### src/rtl/llsc_pkg.sv
package llsc_pkg;
  typedef enum logic {
    OP_LOAD_RES  = 1'b0,
    OP_STORE_CND = 1'b1
  } llsc_op_e;

  typedef enum logic {
    SZ_WORD  = 1'b0,
    SZ_DWORD = 1'b1
  } llsc_size_e;

  localparam int unsigned LANE_W = 32;
  localparam int unsigned LANES  = 2;
  localparam int unsigned DATA_W = LANE_W * LANES;
  localparam int unsigned WORD_LG = 3;
endpackage

### src/rtl/llsc_align.sv
module llsc_align #(
  parameter int unsigned ADDR_W = 8
) (
  input  logic              size_dw,
  input  logic [ADDR_W-1:0] addr,
  output logic              misaligned
);
  logic [ADDR_W-1:0] low_unused;
  assign low_unused = addr;
  always_comb begin
    if (size_dw) misaligned = |addr[2:0];
    else         misaligned = |addr[1:0];
  end
endmodule

### src/rtl/llsc_resv.sv
module llsc_resv #(
  parameter int unsigned GRAN_W = 4
) (
  input  logic              clk,
  input  logic              rst,
  input  logic              lr_arm,
  input  logic              drop_now,
  input  logic [GRAN_W-1:0] cmd_gran,
  input  logic              snp_valid,
  input  logic [GRAN_W-1:0] snp_gran,
  output logic              flag,
  output logic [GRAN_W-1:0] gran,
  output logic              sc_pass
);
  logic snoop_hit;

  assign snoop_hit = snp_valid && flag && (snp_gran == gran);
  assign sc_pass   = flag && (cmd_gran == gran) && !snoop_hit;

  always_ff @(posedge clk) begin
    if (rst) begin
      flag <= 1'b0;
      gran <= '0;
    end else if (lr_arm) begin
      flag <= 1'b1;
      gran <= cmd_gran;
    end else if (drop_now || snoop_hit) begin
      flag <= 1'b0;
    end
  end
endmodule

### src/rtl/llsc_mem.sv
module llsc_mem #(
  parameter int unsigned IDX_W = 5
) (
  input  logic                              clk,
  input  logic [IDX_W-1:0]                  idx,
  input  logic [llsc_pkg::LANES-1:0]        lane_we,
  input  logic [llsc_pkg::DATA_W-1:0]       wdata,
  output logic [llsc_pkg::DATA_W-1:0]       rdata
);
  localparam int unsigned DEPTH = 1 << IDX_W;
  localparam int unsigned LW    = llsc_pkg::LANE_W;

  for (genvar l = 0; l < int'(llsc_pkg::LANES); l++) begin : g_lane
    logic [LW-1:0] ram [DEPTH];
    always_ff @(posedge clk) begin
      if (lane_we[l]) ram[idx] <= wdata[l*LW +: LW];
      rdata[l*LW +: LW] <= ram[idx];
    end
  end
endmodule

### src/rtl/llsc_monitor.sv
module llsc_monitor #(
  parameter int unsigned ADDR_W  = 8,
  parameter int unsigned GRAN_LG = 4
) (
  input  logic                        clk,
  input  logic                        rst,
  input  logic                        cmd_valid,
  input  logic                        cmd_op,
  input  logic                        cmd_size,
  input  logic [ADDR_W-1:0]           cmd_addr,
  input  logic [llsc_pkg::DATA_W-1:0] cmd_wdata,
  input  logic                        snp_valid,
  input  logic [ADDR_W-1:0]           snp_addr,
  output logic                        rsp_valid,
  output logic [llsc_pkg::DATA_W-1:0] rsp_rdata,
  output logic                        rsp_ok,
  output logic                        rsp_misalign,
  output logic                        resv_flag
);
  import llsc_pkg::*;

  localparam int unsigned GRAN_W = ADDR_W - GRAN_LG;
  localparam int unsigned IDX_W  = ADDR_W - WORD_LG;

  llsc_op_e   op;
  llsc_size_e sz;
  logic       misaligned;
  logic       do_lr, do_sc, sc_pass, sc_write;
  logic [GRAN_W-1:0] resv_gran;
  logic [LANES-1:0]  lane_we;
  logic [DATA_W-1:0] wr_data, rd_word;
  logic [GRAN_LG-1:0] snp_unused;

  assign op = llsc_op_e'(cmd_op);
  assign sz = llsc_size_e'(cmd_size);
  assign snp_unused = snp_addr[GRAN_LG-1:0];

  llsc_align #(.ADDR_W(ADDR_W)) u_align (
    .size_dw   (sz == SZ_DWORD),
    .addr      (cmd_addr),
    .misaligned(misaligned)
  );

  assign do_lr = cmd_valid && (op == OP_LOAD_RES)  && !misaligned;
  assign do_sc = cmd_valid && (op == OP_STORE_CND) && !misaligned;

  llsc_resv #(.GRAN_W(GRAN_W)) u_resv (
    .clk      (clk),
    .rst      (rst),
    .lr_arm   (do_lr),
    .drop_now (do_sc || (cmd_valid && misaligned)),
    .cmd_gran (cmd_addr[ADDR_W-1:GRAN_LG]),
    .snp_valid(snp_valid),
    .snp_gran (snp_addr[ADDR_W-1:GRAN_LG]),
    .flag     (resv_flag),
    .gran     (resv_gran),
    .sc_pass  (sc_pass)
  );

  assign sc_write = do_sc && sc_pass;

  always_comb begin
    if (sz == SZ_DWORD) begin
      lane_we = {LANES{sc_write}};
      wr_data = cmd_wdata;
    end else begin
      lane_we = '0;
      lane_we[cmd_addr[2]] = sc_write;
      wr_data = {LANES{cmd_wdata[LANE_W-1:0]}};
    end
  end

  llsc_mem #(.IDX_W(IDX_W)) u_mem (
    .clk    (clk),
    .idx    (cmd_addr[ADDR_W-1:WORD_LG]),
    .lane_we(lane_we),
    .wdata  (wr_data),
    .rdata  (rd_word)
  );

  logic q_lr, q_dw, q_hi;

  always_ff @(posedge clk) begin
    if (rst) begin
      rsp_valid    <= 1'b0;
      rsp_ok       <= 1'b0;
      rsp_misalign <= 1'b0;
      q_lr         <= 1'b0;
      q_dw         <= 1'b0;
      q_hi         <= 1'b0;
    end else begin
      rsp_valid    <= cmd_valid;
      rsp_ok       <= sc_write;
      rsp_misalign <= cmd_valid && misaligned;
      q_lr         <= do_lr;
      q_dw         <= (sz == SZ_DWORD);
      q_hi         <= cmd_addr[2];
    end
  end

  always_comb begin
    rsp_rdata = '0;
    if (q_lr) begin
      if (q_dw)      rsp_rdata = rd_word;
      else if (q_hi) rsp_rdata[LANE_W-1:0] = rd_word[DATA_W-1:LANE_W];
      else           rsp_rdata[LANE_W-1:0] = rd_word[LANE_W-1:0];
    end
  end
endmodule

### config.mk
export PLATFORM = sky130hd
export DESIGN_NAME = llsc_monitor
export DESIGN_NICKNAME = d
export VERILOG_FILES = /design/src/rtl/llsc_pkg.sv /design/src/rtl/llsc_align.sv /design/src/rtl/llsc_resv.sv /design/src/rtl/llsc_mem.sv /design/src/rtl/llsc_monitor.sv
export SDC_FILE = /design/constraint.sdc
export NUM_CORES = 2
export LEC_CHECK = 0
export BUFFER_PORTS_ARGS = -buffer_cell sky130_fd_sc_hd__clkbuf_2
export CORE_ASPECT_RATIO = 1.5
export CORE_UTILIZATION = 45
export DETAILED_ROUTE_END_ITERATION = 8
export PLACE_DENSITY_LB_ADDON = 0.3
export SETUP_SLACK_MARGIN = 0.15
export SYNTH_ARGS = -nofsm -noshare
export SYNTH_HDL_FRONTEND = slang
export SYNTH_SLANG_ARGS = --single-unit
### constraint.sdc
create_clock -name clk -period 6 [get_ports clk]
set_input_delay 1.2 -clock clk [delete_from_list [all_inputs] [get_ports clk]]
set_output_delay 1.2 -clock clk [all_outputs]
set_load 0.1 [all_outputs]
Word-level counts from Yosys, hierarchy flattened

Memories as Yosys holds them, arrays and structs flattened. A register that Yosys moved wholly into a read port is not among the register bits.
Cells that the tools add are included.

RAM bits: 2,048
Memories kept: 2
Output and inout bits: 68
Register bits: 11
Bits of input ports: 86
Word-level logic and storage cells: 49

Equal/unequal tests: 2
Bitwise operators: 2
Mux-type cells: 15
Reductions and logical operators: 18
Order comparisons: 2

Memory list:

| name                | depth | bits a word | read ports | clocked after Yosys merged registers in | wr ports | line           | text |
|---|---|---|---|---|---|---|---|
| u_mem.g_lane[0].ram | 32    | 32          | 1          | 1                                       | 1        | llsc_mem.sv:14 | `logic [LW-1:0] ram [DEPTH];` |
| u_mem.g_lane[1].ram | 32    | 32          | 1          | 1                                       | 1        | llsc_mem.sv:14 |  |

Operators with widths:

| operator             | number |
|---|---|
| $mux W64             | 2 |
| $mux W32             | 3 |
| $logic_and A1 B1 Y1  | 11 |
| $eq A4 B4 Y1         | 2 |
| $mux W1              | 8 |
| $reduce_or A3 Y1     | 1 |
| $and A2 B2 Y2        | 1 |
| $logic_not A1 Y1     | 2 |
| $logic_or A1 B1 Y1   | 2 |
| $lt A1 B2 Y1 const B | 1 |
| $mux W2              | 1 |
| $reduce_bool A2 Y1   | 1 |
| $reduce_or A2 Y1     | 1 |
| $demux W1 S1         | 1 |
| $ge A1 B1 Y1 const B | 1 |
| $not A1 Y1           | 1 |

Depth between registers and ports, before layout

Word-level depth: 9
Mapped depth: 8
Depth with buffers taken out: 4

Hierarchy

Synthesis repeated with hierarchy kept, for this count alone.

Cell total of the unflattened synthesis: 4,414
Area total of the unflattened synthesis: 80,883.8 µm²

Modules (own cells, without submodules):

| module       | area each (µm²) | times used | seq. area each (µm²) | cells an instance |
|---|---|---|---|---|
| llsc_mem     | 79,082.1        | 1          | 62,780.2             | 4,177 |
| llsc_monitor | 1,510.2         | 1          | 120.1                | 202 |
| llsc_resv    | 282.8           | 1          | 100.1                | 34 |
| llsc_align   | 8.8             | 1          | 0.0                  | 1 |

Least setup slack after synthesis

Ideal clock, no wire load.

Kind: input -> register
Start point: in cmd_addr[7]
End point: mem u_mem.g_lane[0].ram[19][0] in the netlist's numbering, enable pin
Arrival: 5.267 ns
Stages: 6
Setup time: 0.502 ns
Required time: 5.498 ns
Setup slack: 0.231 ns
Path buffers: 2
Cells stage by stage: buf_2 > xnor2_1 > and4_1 > o2111ai_4 > buf_6 > nor4_1

Word-level cells in the longest chain between the ends: 8

RTL lines:

| item                              | line               | text |
|---|---|---|
| from (decl)                       | llsc_monitor.sv:10 | `input logic [ADDR_W-1:0] cmd_addr,` |
| $eq A4 B4 Y1                      | llsc_resv.sv:18    | `assign sc_pass = flag && (cmd_gran == gran) && !snoop_hit;` |
| $logic_and A1 B1 Y1 (2 in series) | llsc_resv.sv:18    |  |
| $logic_and A1 B1 Y1               | llsc_monitor.sv:60 | `assign sc_write = do_sc && sc_pass;` |
| $and A2 B2 Y2 (no source line)    | --                 |  |
| $mux W2                           | llsc_monitor.sv:63 | `if (sz == SZ_DWORD) begin` |
| $mux W1                           | llsc_mem.sv:16     | `if (lane_we[l]) ram[idx] <= wdata[l*LW +: LW];` |
| $mux W1 (not written as such)     | llsc_mem.sv:16     |  |
| to (decl)                         | llsc_mem.sv:14     |  |

Several ways; a longest one is shown, not always the timed one.

Final worst setup path

Start point: reg q_dw
End point: out rsp_rdata[4] in the netlist's numbering

Word-level cells in the longest chain between the ends: 2

RTL lines:

| item                   | line                | text |
|---|---|---|
| from (decl)            | llsc_monitor.sv:81  | `logic q_lr, q_dw, q_hi;` |
| from (signal assigned) | llsc_monitor.sv:96  | `q_dw <= (sz == SZ_DWORD);` |
| $mux W32               | llsc_monitor.sv:104 | `if (q_dw) rsp_rdata = rd_word;` |
| $mux W64               | llsc_monitor.sv:103 | `if (q_lr) begin` |
| to (decl)              | llsc_monitor.sv:15  | `output logic [llsc_pkg::DATA_W-1:0] rsp_rdata,` |

No other way between the ends.

==> impl_metrics.toml <==
[drt]
viasPerCell = 5.96
drt-total-wl_um = 220000
drt_iter0_drc = 4546
ant_nets = 0
num_vias = 42883
drcViolationCount = 0
drtPass1Iterations = 5
wire_per_inst_um = 30.6

[outcome]
outcome = "finished, final reports clean"

[finish]
areaGrowthSynthToFinish_pct = 12.7
register_area_mm2 = 0.0630
finalNonFillerCells = 7196
drive_above_1_share_pct = 14.3
multiInputGateArea_mm2 = 0.0170
nets = 4712
fillerInstances = 14284

[synthesis]
netlist_top_cells_count = "2,048 x edfxtp_1, 1,028 x mux2i_1, 512 x o22ai_1"
yosysMostFrequentCell = "edfxtp_1"
synth_edf_count = 2048
synth-seq-cells = 2123
synth.distinct_cells = 41
netlist_instances = 4421
syn-cell-area_mm2 = 0.0810
async_flop_share_pct = 0
ys_seq_area_share_pct = 77.8
yosysTopAreaCell = "edfxtp_1"
avgSynthCellArea_um2 = 18.3
ys_warn_count = 0
synth_top_flop_cell = "edfxtp_1"
synthTopCellsByArea = "edfxtp_1 76%, mux2i_1 13%, o22ai_1 4.0%"
synth_top_area_share_pct = 75.9
synth_nets = 4507

[power_and_ir_drop]
clockPowerShare_pct = 40.6
p_switching_uw = 6250
ir_worst_vdd_mv = 0.303
switching_share_pct = 20.9
finalPower_uw = 29900
seqPwrFrac_pct = 55.3
p_int_uw = 23600
cellLeakagePower_uw = 0.0315
powerDensity_mw_per_mm2 = 327
comb_power_share_pct = 4.1

[clock_network]
cts.sink_count = 2123
cts_max_level = 4
cts_setup_buffers = 0
clk_pin_slew_ns = 0.07
cts.hold.buffers_added = 0
numCtsBuffers = 180
clk_path_buf_depth = 3
cts_resized = 0
cts-root-buf = "clkbuf_16"
cts_tree = "built"
clock_latency_ns = 0.81

[place]
dp_hpwl_um = 127000
dp_cells = 6844
gp_congestion = 0.806
port_buffers = 149

[timing]
slew_viol_final = 0
holdWs_ns = 0.566
max_slew_margin_pct = 7.77
rsz0062_at_grt = "no"
fin_crit_sh_pct = 80.9
period_needed_ns = 4.85
hold_violations = 0
setup_viol = 0
fmax_mhz = 206
tightestPinTransition_ns = 1.38
tns_ns = 0
skew_ns = 0.0260

[worst_hold_path]
hold_class = "register to register"
hold_depth = 2

[grt]
grt_pass1_wl_um = 303000
globalRouteTotalUtil_pct = 23.8
gr-total-overflow = 0
grt_pass1_vias = 41211
grt_max_degree = 114
grt_antenna_before_repair = 34

[floorplan]
die_h_um = 522
die_w_um = 348
die-area_mm2 = 0.182
fp-row-count = 190
coreArea_mm2 = 0.179
start_util_pct = 45.3
ios = 154

[setup_path]
cp.required_ns = 4.80
endpoint_kind = "primary output"
path_cells = "nand2b_2, nand2_1, a21boi_0, clkbuf_2"
r2r_cells = 6
criticalPathCategory = "register to primary output"
start_kind = "register"
arrival_ns = 3.65
cpMaxStageDelayCell = "dfxtp_1"
crit_cells = 4
ff2ff_setup_slack_ns = 3.10
cp_max_fo = 34
cp_slowest_stage_delay_ns = 0.85
critPathBufInv = 1
cpLargestDelayFamily = "flip-flops"

[flow_run]
cap_violations = 0
==> worst reg2reg max path, stage by stage, from the launching register on <==
cell and delay [ns]:
dfxtp_1 0.35, xor2_1 0.21, nor4_1 0.32, o211ai_1 0.21, buf_4 0.36, nor2_4 0.59
buf_4 0.48
==> layer usage <==
metal	vias up	GRT usage [%]	part of all wire [%]
met3	430	3.86	7.4
met4	6	8.70	3.7
li1	18338	-	-
met5	-	0	0.024
met1	22251	29.8	38
met2	1858	41.6	51
==> state kept, by name, summed over array words and instances (netlist names) <==
name              count
q_hi                  1
q_lr                  1
u_resv.flag           1
u_mem.g_lane.ram   2048
rsp_ok                1
rsp_misalign          1
rsp_valid             1
u_mem.rdata          64
u_resv.gran           4
q_dw                  1
==> placed cells by master, fill, tap and decap left out, types with 13 or more instances in the layout <==
cell | Yosys | layout
edfxtp_1 | 2048 | 2048
mux2i_1 | 1028 | 1028
o22ai_1 | 512 | 512
clkbuf_16 | 0 | 186
clkbuf_2 | 0 | 148
nand2_1 | 133 | 133
nor4_1 | 150 | 130
buf_4 | 13 | 128
dfxtp_1 | 75 | 74
clkbuf_1 | 65 | 43
nor3_2 | 1 | 33
and3_1 | 32 | 32
a21boi_0 | 32 | 32
mux2_2 | 32 | 32
clkinv_2 | 0 | 26
clkinv_1 | 0 | 23
bufinv_16 | 0 | 22
nor4_2 | 8 | 20
clkbuf_8 | 0 | 17
buf_12 | 0 | 17
diode_2 | 0 | 13
==> logic make-up after synthesis <==
kind of cell | count (synthesis) | synth area share [%]
flip-flops | 2123 | 77.8
AO/OA/AOI/OAI | 554 | 4.36
AND/OR/NAND/NOR | 405 | 2.79
buffers and inverters | 271 | 1.83
XOR/XNOR | 8 | 0.0865
multiplexers | 1060 | 13.1
==> worst paths after layout <==
check                 startpoint                          end
hold / removal    u_resv.gran[2]               u_resv.gran[2]
hold reg to reg   u_resv.gran[2]               u_resv.gran[2]
setup reg to reg  u_resv.gran[0]  u_mem.g_lane[1].ram[11][23]
setup / recovery            q_dw                 rsp_rdata[4]
==> power by group through the flow <==
stage / Clock, uW / Combinational, uW / Sequential [uW]
3_5_place_dp: 0 / 1230 / 16800
4_1_cts: 12200 / 1230 / 16500
5_1_grt: 12800 / 1310 / 16500
6_report: 12100 / 1240 / 16500
2_1_floorplan: 0 / 750 / 16700
3_3_place_gp: 0 / 1200 / 16800
==> area by class of cell <==
cell class / count / area share (%)
inverter: 1 / 0.00411
clock inverter: 93 / 1.21
timing repair buffer: 293 / 2.24
tap: 2400 / 3.29
sequential: 2123 / 69.0
clock buffer: 246 / 5.53
multi-input combinational: 2027 / 18.7
antenna: 13 / 0.0356
==> per-stage QoR <==
stage               cell area (um^2)  util (%)  setup slack, ns
floorplan                      81000         -            0.231
global placement               85100      47.6             1.73
detailed placement             85100      47.6             1.74
CTS                            91200      51.0             1.17
global route                   91200      51.0            0.957
finish                         91300      51.0             1.15
Note: power is estimated with default switching activity, not from simulation.
